<file path="src/rtl/fpsr_pkg.sv">
package fpsr_pkg;

   // Operation codes
   localparam logic [2:0] OPC_ADD  = 3'd0;
   localparam logic [2:0] OPC_SUB  = 3'd1;
   localparam logic [2:0] OPC_MUL  = 3'd2;
   localparam logic [2:0] OPC_MADD = 3'd3;
   localparam logic [2:0] OPC_MSUB = 3'd4;

   // Per-operand classification
   typedef struct packed {
      logic sign;
      logic is_nan;
      logic is_snan;
      logic is_inf;
      logic is_zero;
   } fp_cls_t;

   // Operand index examined at a given rank of the NaN search.
   // quieting two-input: b,a ; pass two-input: a,b
   // quieting three-input: a,c,b ; pass three-input: b,c,a
   function automatic logic [1:0] pick_slot(input logic pass_mode,
                                            input logic three_in,
                                            input logic [1:0] rank);
      logic [1:0] idx;
      if (three_in) begin
         case (rank)
            2'd0:    idx = pass_mode ? 2'd1 : 2'd0;
            2'd1:    idx = 2'd2;
            default: idx = pass_mode ? 2'd0 : 2'd1;
         endcase
      end else begin
         case (rank)
            2'd0:    idx = pass_mode ? 2'd0 : 2'd1;
            2'd1:    idx = pass_mode ? 2'd1 : 2'd0;
            default: idx = 2'd2;
         endcase
      end
      return idx;
   endfunction

endpackage

</file>
<file path="src/rtl/fpsr_classify.sv">
module fpsr_classify
   import fpsr_pkg::*;
#(
   parameter int EXP_W  = 8,
   parameter int FRAC_W = 23
) (
   input  logic [EXP_W+FRAC_W:0] word_i,
   output fp_cls_t               cls_o
);
   localparam int QBIT = FRAC_W - 1;

   logic [EXP_W-1:0]  expo;
   logic [FRAC_W-1:0] frac;
   logic              exp_ones;
   logic              exp_zero;
   logic              frac_zero;

   assign expo      = word_i[EXP_W+FRAC_W-1:FRAC_W];
   assign frac      = word_i[FRAC_W-1:0];
   assign exp_ones  = &expo;
   assign exp_zero  = ~|expo;
   assign frac_zero = ~|frac;

   always_comb begin
      cls_o.sign    = word_i[EXP_W+FRAC_W];
      cls_o.is_nan  = exp_ones & ~frac_zero;
      cls_o.is_snan = exp_ones & ~frac_zero & ~frac[QBIT];
      cls_o.is_inf  = exp_ones & frac_zero;
      cls_o.is_zero = exp_zero & frac_zero;
   end
endmodule

</file>
<file path="src/rtl/fpsr_nan_pick.sv">
module fpsr_nan_pick
   import fpsr_pkg::*;
#(
   parameter int WORD_W = 32
) (
   input  logic [2:0][WORD_W-1:0] opnd_i,
   input  fp_cls_t [2:0]          cls_i,
   input  logic                   three_in_i,
   input  logic                   pass_mode_i,
   output logic                   hit_o,
   output logic [WORD_W-1:0]      word_o,
   output logic                   snan_seen_o
);
   logic [2:0] used;
   logic [2:0] snan_vec;

   assign used = three_in_i ? 3'b111 : 3'b011;

   for (genvar g = 0; g < 3; g++) begin : g_snan
      assign snan_vec[g] = cls_i[g].is_snan;
   end

   assign snan_seen_o = |(used & snan_vec);

   always_comb begin
      hit_o  = 1'b0;
      word_o = '0;
      for (int r = 0; r < 3; r++) begin
         logic [1:0] idx;
         idx = pick_slot(pass_mode_i, three_in_i, 2'(r));
         if (!hit_o && used[idx] && cls_i[idx].is_nan) begin
            hit_o  = 1'b1;
            word_o = opnd_i[idx];
         end
      end
   end
endmodule

</file>
<file path="src/rtl/fpsr_invalid_detect.sv">
module fpsr_invalid_detect
   import fpsr_pkg::*;
(
   input  fp_cls_t [2:0] cls_i,
   input  logic [2:0]    opcode_i,
   output logic          prod_inv_o,
   output logic          cancel_o
);
   fp_cls_t ca, cb, cc;
   logic    prod_inf;
   logic    prod_sign;
   logic    eff_b_sign;

   assign ca = cls_i[0];
   assign cb = cls_i[1];
   assign cc = cls_i[2];

   // b*c is infinity times zero (three-input forms only)
   assign prod_inv_o = (cb.is_inf & cc.is_zero) | (cb.is_zero & cc.is_inf);

   assign prod_inf   = (cb.is_inf | cc.is_inf) & ~(cb.is_zero | cc.is_zero);
   assign prod_sign  = cb.sign ^ cc.sign ^ (opcode_i == OPC_MSUB);
   assign eff_b_sign = cb.sign ^ (opcode_i == OPC_SUB);

   always_comb begin
      case (opcode_i)
         OPC_ADD, OPC_SUB:
            cancel_o = ca.is_inf & cb.is_inf & (ca.sign != eff_b_sign);
         OPC_MUL:
            cancel_o = (ca.is_inf & cb.is_zero) | (ca.is_zero & cb.is_inf);
         OPC_MADD, OPC_MSUB:
            cancel_o = ca.is_inf & prod_inf & (ca.sign != prod_sign);
         default:
            cancel_o = 1'b0;
      endcase
   end
endmodule

</file>
<file path="src/rtl/fpsr_resolver.sv">
module fpsr_resolver
   import fpsr_pkg::*;
#(
   parameter int EXP_W   = 8,
   parameter int FRAC_W  = 23,
   parameter bit OUT_REG = 1'b1
) (
   input  logic                     clk,
   input  logic                     rst_n,
   input  logic [EXP_W+FRAC_W:0]    opnd_a_i,
   input  logic [EXP_W+FRAC_W:0]    opnd_b_i,
   input  logic [EXP_W+FRAC_W:0]    opnd_c_i,
   input  logic [2:0]               opcode_i,
   input  logic                     pass_mode_i,
   output logic                     ovr_valid_o,
   output logic [EXP_W+FRAC_W:0]    ovr_word_o,
   output logic                     invalid_o
);
   localparam int WORD_W = EXP_W + FRAC_W + 1;
   localparam int QBIT   = FRAC_W - 1;
   localparam logic [WORD_W-1:0] QMASK = WORD_W'(1) << QBIT;
   localparam logic [WORD_W-1:0] DFLT_NAN =
      {1'b0, {EXP_W{1'b1}}, 1'b1, {(FRAC_W-1){1'b0}}};

   // Elaboration-time parameter checks
   if (EXP_W < 2) begin : g_bad_exp
      $error("fpsr_resolver: EXP_W must be at least 2");
   end
   if (FRAC_W < 2) begin : g_bad_frac
      $error("fpsr_resolver: FRAC_W must be at least 2");
   end

   logic [2:0][WORD_W-1:0] opnd;
   fp_cls_t [2:0]          cls;

   assign opnd[0] = opnd_a_i;
   assign opnd[1] = opnd_b_i;
   assign opnd[2] = opnd_c_i;

   for (genvar g = 0; g < 3; g++) begin : g_cls
      fpsr_classify #(.EXP_W(EXP_W), .FRAC_W(FRAC_W)) u_cls (
         .word_i (opnd[g]),
         .cls_o  (cls[g])
      );
   end

   logic three_in;
   logic op_known;
   assign three_in = (opcode_i == OPC_MADD) || (opcode_i == OPC_MSUB);
   assign op_known = (opcode_i <= OPC_MSUB);

   logic              nan_hit;
   logic [WORD_W-1:0] nan_word;
   logic              snan_seen;

   fpsr_nan_pick #(.WORD_W(WORD_W)) u_pick (
      .opnd_i      (opnd),
      .cls_i       (cls),
      .three_in_i  (three_in),
      .pass_mode_i (pass_mode_i),
      .hit_o       (nan_hit),
      .word_o      (nan_word),
      .snan_seen_o (snan_seen)
   );

   logic prod_inv;
   logic cancel;

   fpsr_invalid_detect u_inv (
      .cls_i      (cls),
      .opcode_i   (opcode_i),
      .prod_inv_o (prod_inv),
      .cancel_o   (cancel)
   );

   logic              nxt_valid;
   logic [WORD_W-1:0] nxt_word;
   logic              nxt_inv;

   always_comb begin
      nxt_valid = 1'b0;
      nxt_word  = '0;
      nxt_inv   = 1'b0;
      if (op_known) begin
         if (three_in && prod_inv) begin
            nxt_valid = 1'b1;
            nxt_inv   = ~pass_mode_i;
            if (cls[0].is_nan)
               nxt_word = pass_mode_i ? opnd_a_i : (opnd_a_i | QMASK);
            else
               nxt_word = DFLT_NAN;
         end else if (nan_hit) begin
            nxt_valid = 1'b1;
            nxt_word  = pass_mode_i ? nan_word : (nan_word | QMASK);
            nxt_inv   = ~pass_mode_i & snan_seen;
         end else if (cancel) begin
            nxt_valid = 1'b1;
            nxt_word  = DFLT_NAN;
            nxt_inv   = ~pass_mode_i;
         end
      end
   end

   if (OUT_REG) begin : g_reg
      always_ff @(posedge clk or negedge rst_n) begin
         if (!rst_n) begin
            ovr_valid_o <= 1'b0;
            ovr_word_o  <= '0;
            invalid_o   <= 1'b0;
         end else begin
            ovr_valid_o <= nxt_valid;
            ovr_word_o  <= nxt_word;
            invalid_o   <= nxt_inv;
         end
      end
   end else begin : g_comb
      logic unused_clk;
      assign unused_clk  = clk ^ rst_n;
      assign ovr_valid_o = nxt_valid;
      assign ovr_word_o  = nxt_word;
      assign invalid_o   = nxt_inv;
   end
endmodule

</file>
<file path="config.mk">
export PLATFORM = sky130hd
export DESIGN_NAME = fpsr_resolver
export DESIGN_NICKNAME = d
export VERILOG_FILES = /design/src/rtl/fpsr_pkg.sv /design/src/rtl/fpsr_classify.sv /design/src/rtl/fpsr_nan_pick.sv /design/src/rtl/fpsr_invalid_detect.sv /design/src/rtl/fpsr_resolver.sv
export SDC_FILE = /design/constraint.sdc
export NUM_CORES = 1
export LEC_CHECK = 0
export BUFFER_PORTS_ARGS = -buffer_cell sky130_fd_sc_hd__buf_2
export CORE_UTILIZATION = 49
export DETAILED_ROUTE_END_ITERATION = 8
export PLACE_DENSITY = 0.88
export SETUP_SLACK_MARGIN = 0.3
export SYNTH_ARGS = -nofsm -noshare
export SYNTH_HDL_FRONTEND = slang
export SYNTH_SLANG_ARGS = --single-unit
export TNS_END_PERCENT = 20
</file>
<file path="constraint.sdc">
create_clock -name clk -period 0.8 [get_ports clk]
set_input_delay 0.04 -clock clk [delete_from_list [all_inputs] [get_ports clk]]
set_output_delay 0.04 -clock clk [all_outputs]
set_load 0.05 [all_outputs]
</file>
==> impl_metrics.tcl, run 1 <==
set metrics [dict create \
    synthesis.area_um2 3230 \
    cts.root.buffer_cell "clkbuf_8" \
    globalRoute.totalOverflow 29 \
    grt_start_max_net_pins 35 \
    status "aborted with a tool error" \
    track_usage_pct 75.7 \
    die_h_um 83.2 \
    syn_inst 381 \
    io_pins 136 \
    place_ws_ns -1.76 \
    ys_seq_elements 34 \
    finalWeightedCongestion 1.04 \
    die_x_um 83.2 \
    vias_in_the_first_global_route 6518 \
    synth_area_per_cell_um2 8.47 \
    row_count 29 \
    asyncSetResetFlopFracSynth_pct 100 \
    prevailing_post_synth_register_cell "dfrtp_1" \
    cts_inserted_buffers 5 \
    synth.distinct_cells 73 \
    count_of_flip_flops_with_a_built_in_enable_after_synthesis 0 \
    cts_htree_levels 2 \
    synth_seq_area_share_pct 26.4 \
    initial_utilization_pct 50.8 \
    detailed_place.area_um2 5030 \
    last-stage-reached "global routing" \
    hpwlAfterDp_um 10900 \
    syn_nets 485 \
    cts.sink_count 34 \
    port_buffers 135 \
    clk_path_buf_depth 2 \
    grt_first_pass_wirelength_um 39400 \
    error_that_halted_the_flow "[ERROR GRT-0116] Global routing finished with congestion. Check the congestion regions in the DRC Viewer." \
    synth.yosys.warnings 0 \
]
## per-layer routing
| metal | overflow | global-route usage, % |
|---|---|---|
| met1 | 0 | 77.6 |
| met5 | 0 | 15.9 |
| met2 | 18 | 94.5 |
| met4 | 11 | 79.5 |
| met3 | 0 | 53.3 |
## cells by family after synthesis
kind of cell	synth area share, %
xor gates and xnor gates	0.814
buffers and inverters	5.74
DFF	26.4
adders and majority gates	0.775
muxes	4.34
and+or+nand+nor	26.4
AOI/OAI and AO/OA	35.6
## through the flow
step,util (%),std cells
2_1_floorplan,-,381
3_3_place_gp,79.3,715
3_5_place_dp,79.3,715
4_1_cts,94.5,742
## cell usage after synthesis (all sizes together), types with 2 or more instances
cell     instances  area (µm²)
o221ai           2        23.8
o22ai            9        62.6
or2              3        21.3
o21a             4        30.0
a211oi          13         148
and2             2        12.5
o21ai           24         124
buf             13         110
a221o            9        90.1
nor4b            2        17.5
o31ai            2        15.0
o32ai            3        45.1
nor3b            3        43.8
mux2i           14         140
xnor2            3        26.3
ha               2        25.0
nand2           80         313
a21oi           35         175
a221oi          13         176
a22o             2        18.8
nor4            20         131
inv              8        37.5
nor2            23        96.4
o41ai            2        43.8
clkbuf          10        37.5
o211ai           4        48.8
nand4           12        96.3
and3             3        18.8
nor3             6        35.0
a2111oi          2        23.8
a31oi            3        25.0
o2111ai          4        41.3
dfrtp           34         851
or4              2        18.8
## what timing repair did
item	CTS
endpoints found under the hold margin	34
gates resized for setup	164
setup buffers	17
endpoints found under the setup margin	68
hold buffers	1
pin swaps	57
gates cloned	1
==> run 2, diff against run 1 <==
--- a/config.mk
+++ b/config.mk
@@ -6,10 +6,9 @@
 export NUM_CORES = 1
 export LEC_CHECK = 0
 export BUFFER_PORTS_ARGS = -buffer_cell sky130_fd_sc_hd__buf_2
-export CORE_UTILIZATION = 49
+export CORE_UTILIZATION = 35
 export DETAILED_ROUTE_END_ITERATION = 8
-export PLACE_DENSITY = 0.88
-export SETUP_SLACK_MARGIN = 0.3
+export PLACE_DENSITY_LB_ADDON = 0.15
 export SYNTH_ARGS = -nofsm -noshare
 export SYNTH_HDL_FRONTEND = slang
 export SYNTH_SLANG_ARGS = --single-unit
==> run 2 against run 1 <==
  * Area after synthesis stayed put
  * Synthesized cell count did not move
  * The flow now finishes, with violations (DRC, setup timing)
==> impl_metrics.tcl, run 2 <==
set metrics [dict create \
    drv_slew 0 \
    largest_reg_flops 32 \
    wire_per_inst_um 17.7 \
    ys_seq_elements 34 \
    row_count 34 \
    cp_num_buf_inv 6 \
    globalRoute.totalOverflow 0 \
    synthTopCellsByArea "dfrtp_1 (26%), nand2_1 (8.7%), a21oi_1 (5.4%), a221oi_2 (4.7%), mux2i_1 (4.3%)" \
    regMostFlops "ovr_word_o" \
    drtIter0Drc 227 \
    finish_stage_setup_viols 68 \
    initial_utilization_pct 36.6 \
    total_power_mw 5.11 \
    finalWeightedCongestion 0.959 \
    syn_inst 381 \
    synthToLayoutAreaGrowth_pct 85.8 \
    violations "DRC, setup timing" \
    detailed_place.area_um2 5200 \
    largest_registers "ovr_word_o: 32 flops, invalid_o: 1 flops, ovr_valid_o: 1 flops" \
    rsz_0062_raised_after_global_routing "yes" \
    post_route_cells_drive_above_1_share_pct 59.1 \
    synthesis.area_um2 3230 \
    final_critical_path_setup_slack_ns -1.22 \
    max-cap-violations 0 \
    min_path_type "input pin to flip-flop" \
    synth_seq_area_share_pct 26.4 \
    yosys.area.top_type "dfrtp_1" \
    firstDrtPassIters 7 \
    commonest_non_fill_non_tap_cell_in_the_layout "buf_4" \
    required_ns 0.97 \
    post-synth-top-count-cell "nand2_1" \
    asyncSetResetFlopFracSynth_pct 100 \
    leakage_nw 2.79 \
    io_pins 136 \
    die-area_um2 9610 \
    grt_first_pass_wirelength_um 22100 \
    cts_htree_levels 2 \
    port_buffers 135 \
    prevailing_post_synth_register_cell "dfrtp_1" \
    critical_path.endpoint_type "flip-flop" \
    vdd_drop_max_mv 0.564 \
    layout_common_cells "buf_4 (154), buf_2 (93), nand2_1 (75), buf_6 (48), a21oi_1 (35)" \
    clk_path_buf_depth 2 \
    cts_inserted_buffers 5 \
    detail_route.vias_per_cell 5.63 \
    grt_antenna_before_repair 0 \
    path_class "input pin to flip-flop" \
    tritoncts "done" \
    final_min_period_over_clock_period_pct 252 \
    cts.sink_count 34 \
    critical_path.cell_chain "buf_2 -> nor4_2 -> buf_4 -> nand4_1 -> buf_4 -> buf_6 -> o211ai_1 -> a211oi_2 -> or2_4 -> buf_6 -> buf_12 -> a221oi_4 -> a211oi_2" \
    fillCellCount 741 \
    grt_start_max_net_pins 26 \
    cts.root.buffer_cell "clkbuf_8" \
    die_h_um 98.0 \
    core_region_area_um2 8810 \
    timing.critical_path.slowest_stage_cell "nor4_2" \
    cp_max_fo 8 \
    drt-total-wl_um 13700 \
    status "finished with violations" \
    clk_transition_reported_paths_ns 0.08 \
    synth_area_per_cell_um2 8.47 \
    final_util_pct 68.1 \
    cp_data_arrival_time_ns 2.19 \
    kind_of_start_point_of_the_critical_path "input pin" \
    synth.distinct_cells 73 \
    design_area_um2 6000 \
    worst_slew_margin_pct 70.7 \
    syn_nets 485 \
    max_stage_delay_ns 0.29 \
    post-route-drc-count 10 \
    worst-slew-pin-transition_ns 0.435 \
    synth.yosys.warnings 0 \
    final_antenna_net_count 0 \
    pwr_density_cell_nw_per_um2 853 \
    cp_top_family "buffers and inverters" \
    hold_violations 0 \
    count_of_flip_flops_with_a_built_in_enable_after_synthesis 0 \
    track_usage_pct 29.1 \
    antenna_cells 0 \
    num_vias 4369 \
    synth_common_cells "nand2_1 (75), a21oi_1 (35), dfrtp_1 (34), nor2_1 (21), o21ai_0 (21)" \
    timing.fmax_ghz 0.496 \
    die_x_um 98.0 \
    nets 771 \
    proportion_of_netlist_area_held_by_the_largest_area_contributor_pct 26.4 \
    post-route-min-period_ns 2.02 \
    hpwlAfterDp_um 10900 \
    vias_in_the_first_global_route 4408 \
]
-- run 2: final cells by class --
| type | instances | area, µm² | share of cell area, % |
|---|---|---|---|
| inverters | 8 | 42.5 | 0.710 |
| well taps | 108 | 135 | 2.25 |
| clock buffers | 5 | 68.8 | 1.15 |
| flip-flops and latches | 34 | 851 | 14.2 |
| clock inverters | 3 | 40.0 | 0.668 |
| multi-input cells | 316 | 2570 | 42.9 |
| repair buffers | 302 | 2290 | 38.1 |
-- run 2: cell families after synthesis --
family,after synthesis,synth area share (%)
XOR/XNOR,3,0.814
flip-flops,34,26.4
AND/OR/NAND/NOR,161,26.4
buffers and inverters,31,5.74
multiplexers,14,4.34
AO/OA/AOI/OAI,136,35.6
adder cells (fa/ha/maj),2,0.775
-- run 2: timing repair --
item | in CTS | in global routing
endpoints found under the hold margin | 34 | 0
pin swaps | 54 | 5
hold buffers | 1 | 0
gates resized for setup | 125 | 12
buffers inserted | 7 | 2
setup endpoints to repair | 68 | 68
-- run 2: power breakdown --
group          switching [mW]  internal, mW
Clock                   0.707         0.918
Sequential            0.00309          1.72
Combinational           0.937         0.825
-- run 2: through the flow --
stage          TNS [ns]  setup WS (ns)  instances  hold slack (ns)
4_1_cts          -39.66          -1.19        774           0.0169
3_3_place_gp     -56.61          -1.77        758          -0.0605
6_report         -39.98          -1.22        776           0.0155
5_1_grt          -43.91          -1.30        776           0.0157
2_1_floorplan    -53.72          -1.73        381           -0.256
3_5_place_dp     -56.91          -1.81        758          -0.0487
-- run 2: worst paths after layout --
path                              from              to  depth (start not counted)
max in group asynchronous        rst_n   ovr_word_o[2]                          3
worst max-delay path       opnd_b_i[0]  ovr_word_o[20]                         13
min in group asynchronous        rst_n     ovr_valid_o                          2
worst min-delay path       opnd_b_i[9]   ovr_word_o[9]                          2
-- run 2: per-layer routing --
layer  GRT usage, %  vias to the layer above  share of wire (%)
met4           12.0                        0                2.7
met5              0                        -                  0
met1           35.6                     2099                 41
met3           3.87                       26                6.4
li1               -                     2053                  -
met2           51.4                      191                 50
(Power assumes the default switching activity.)
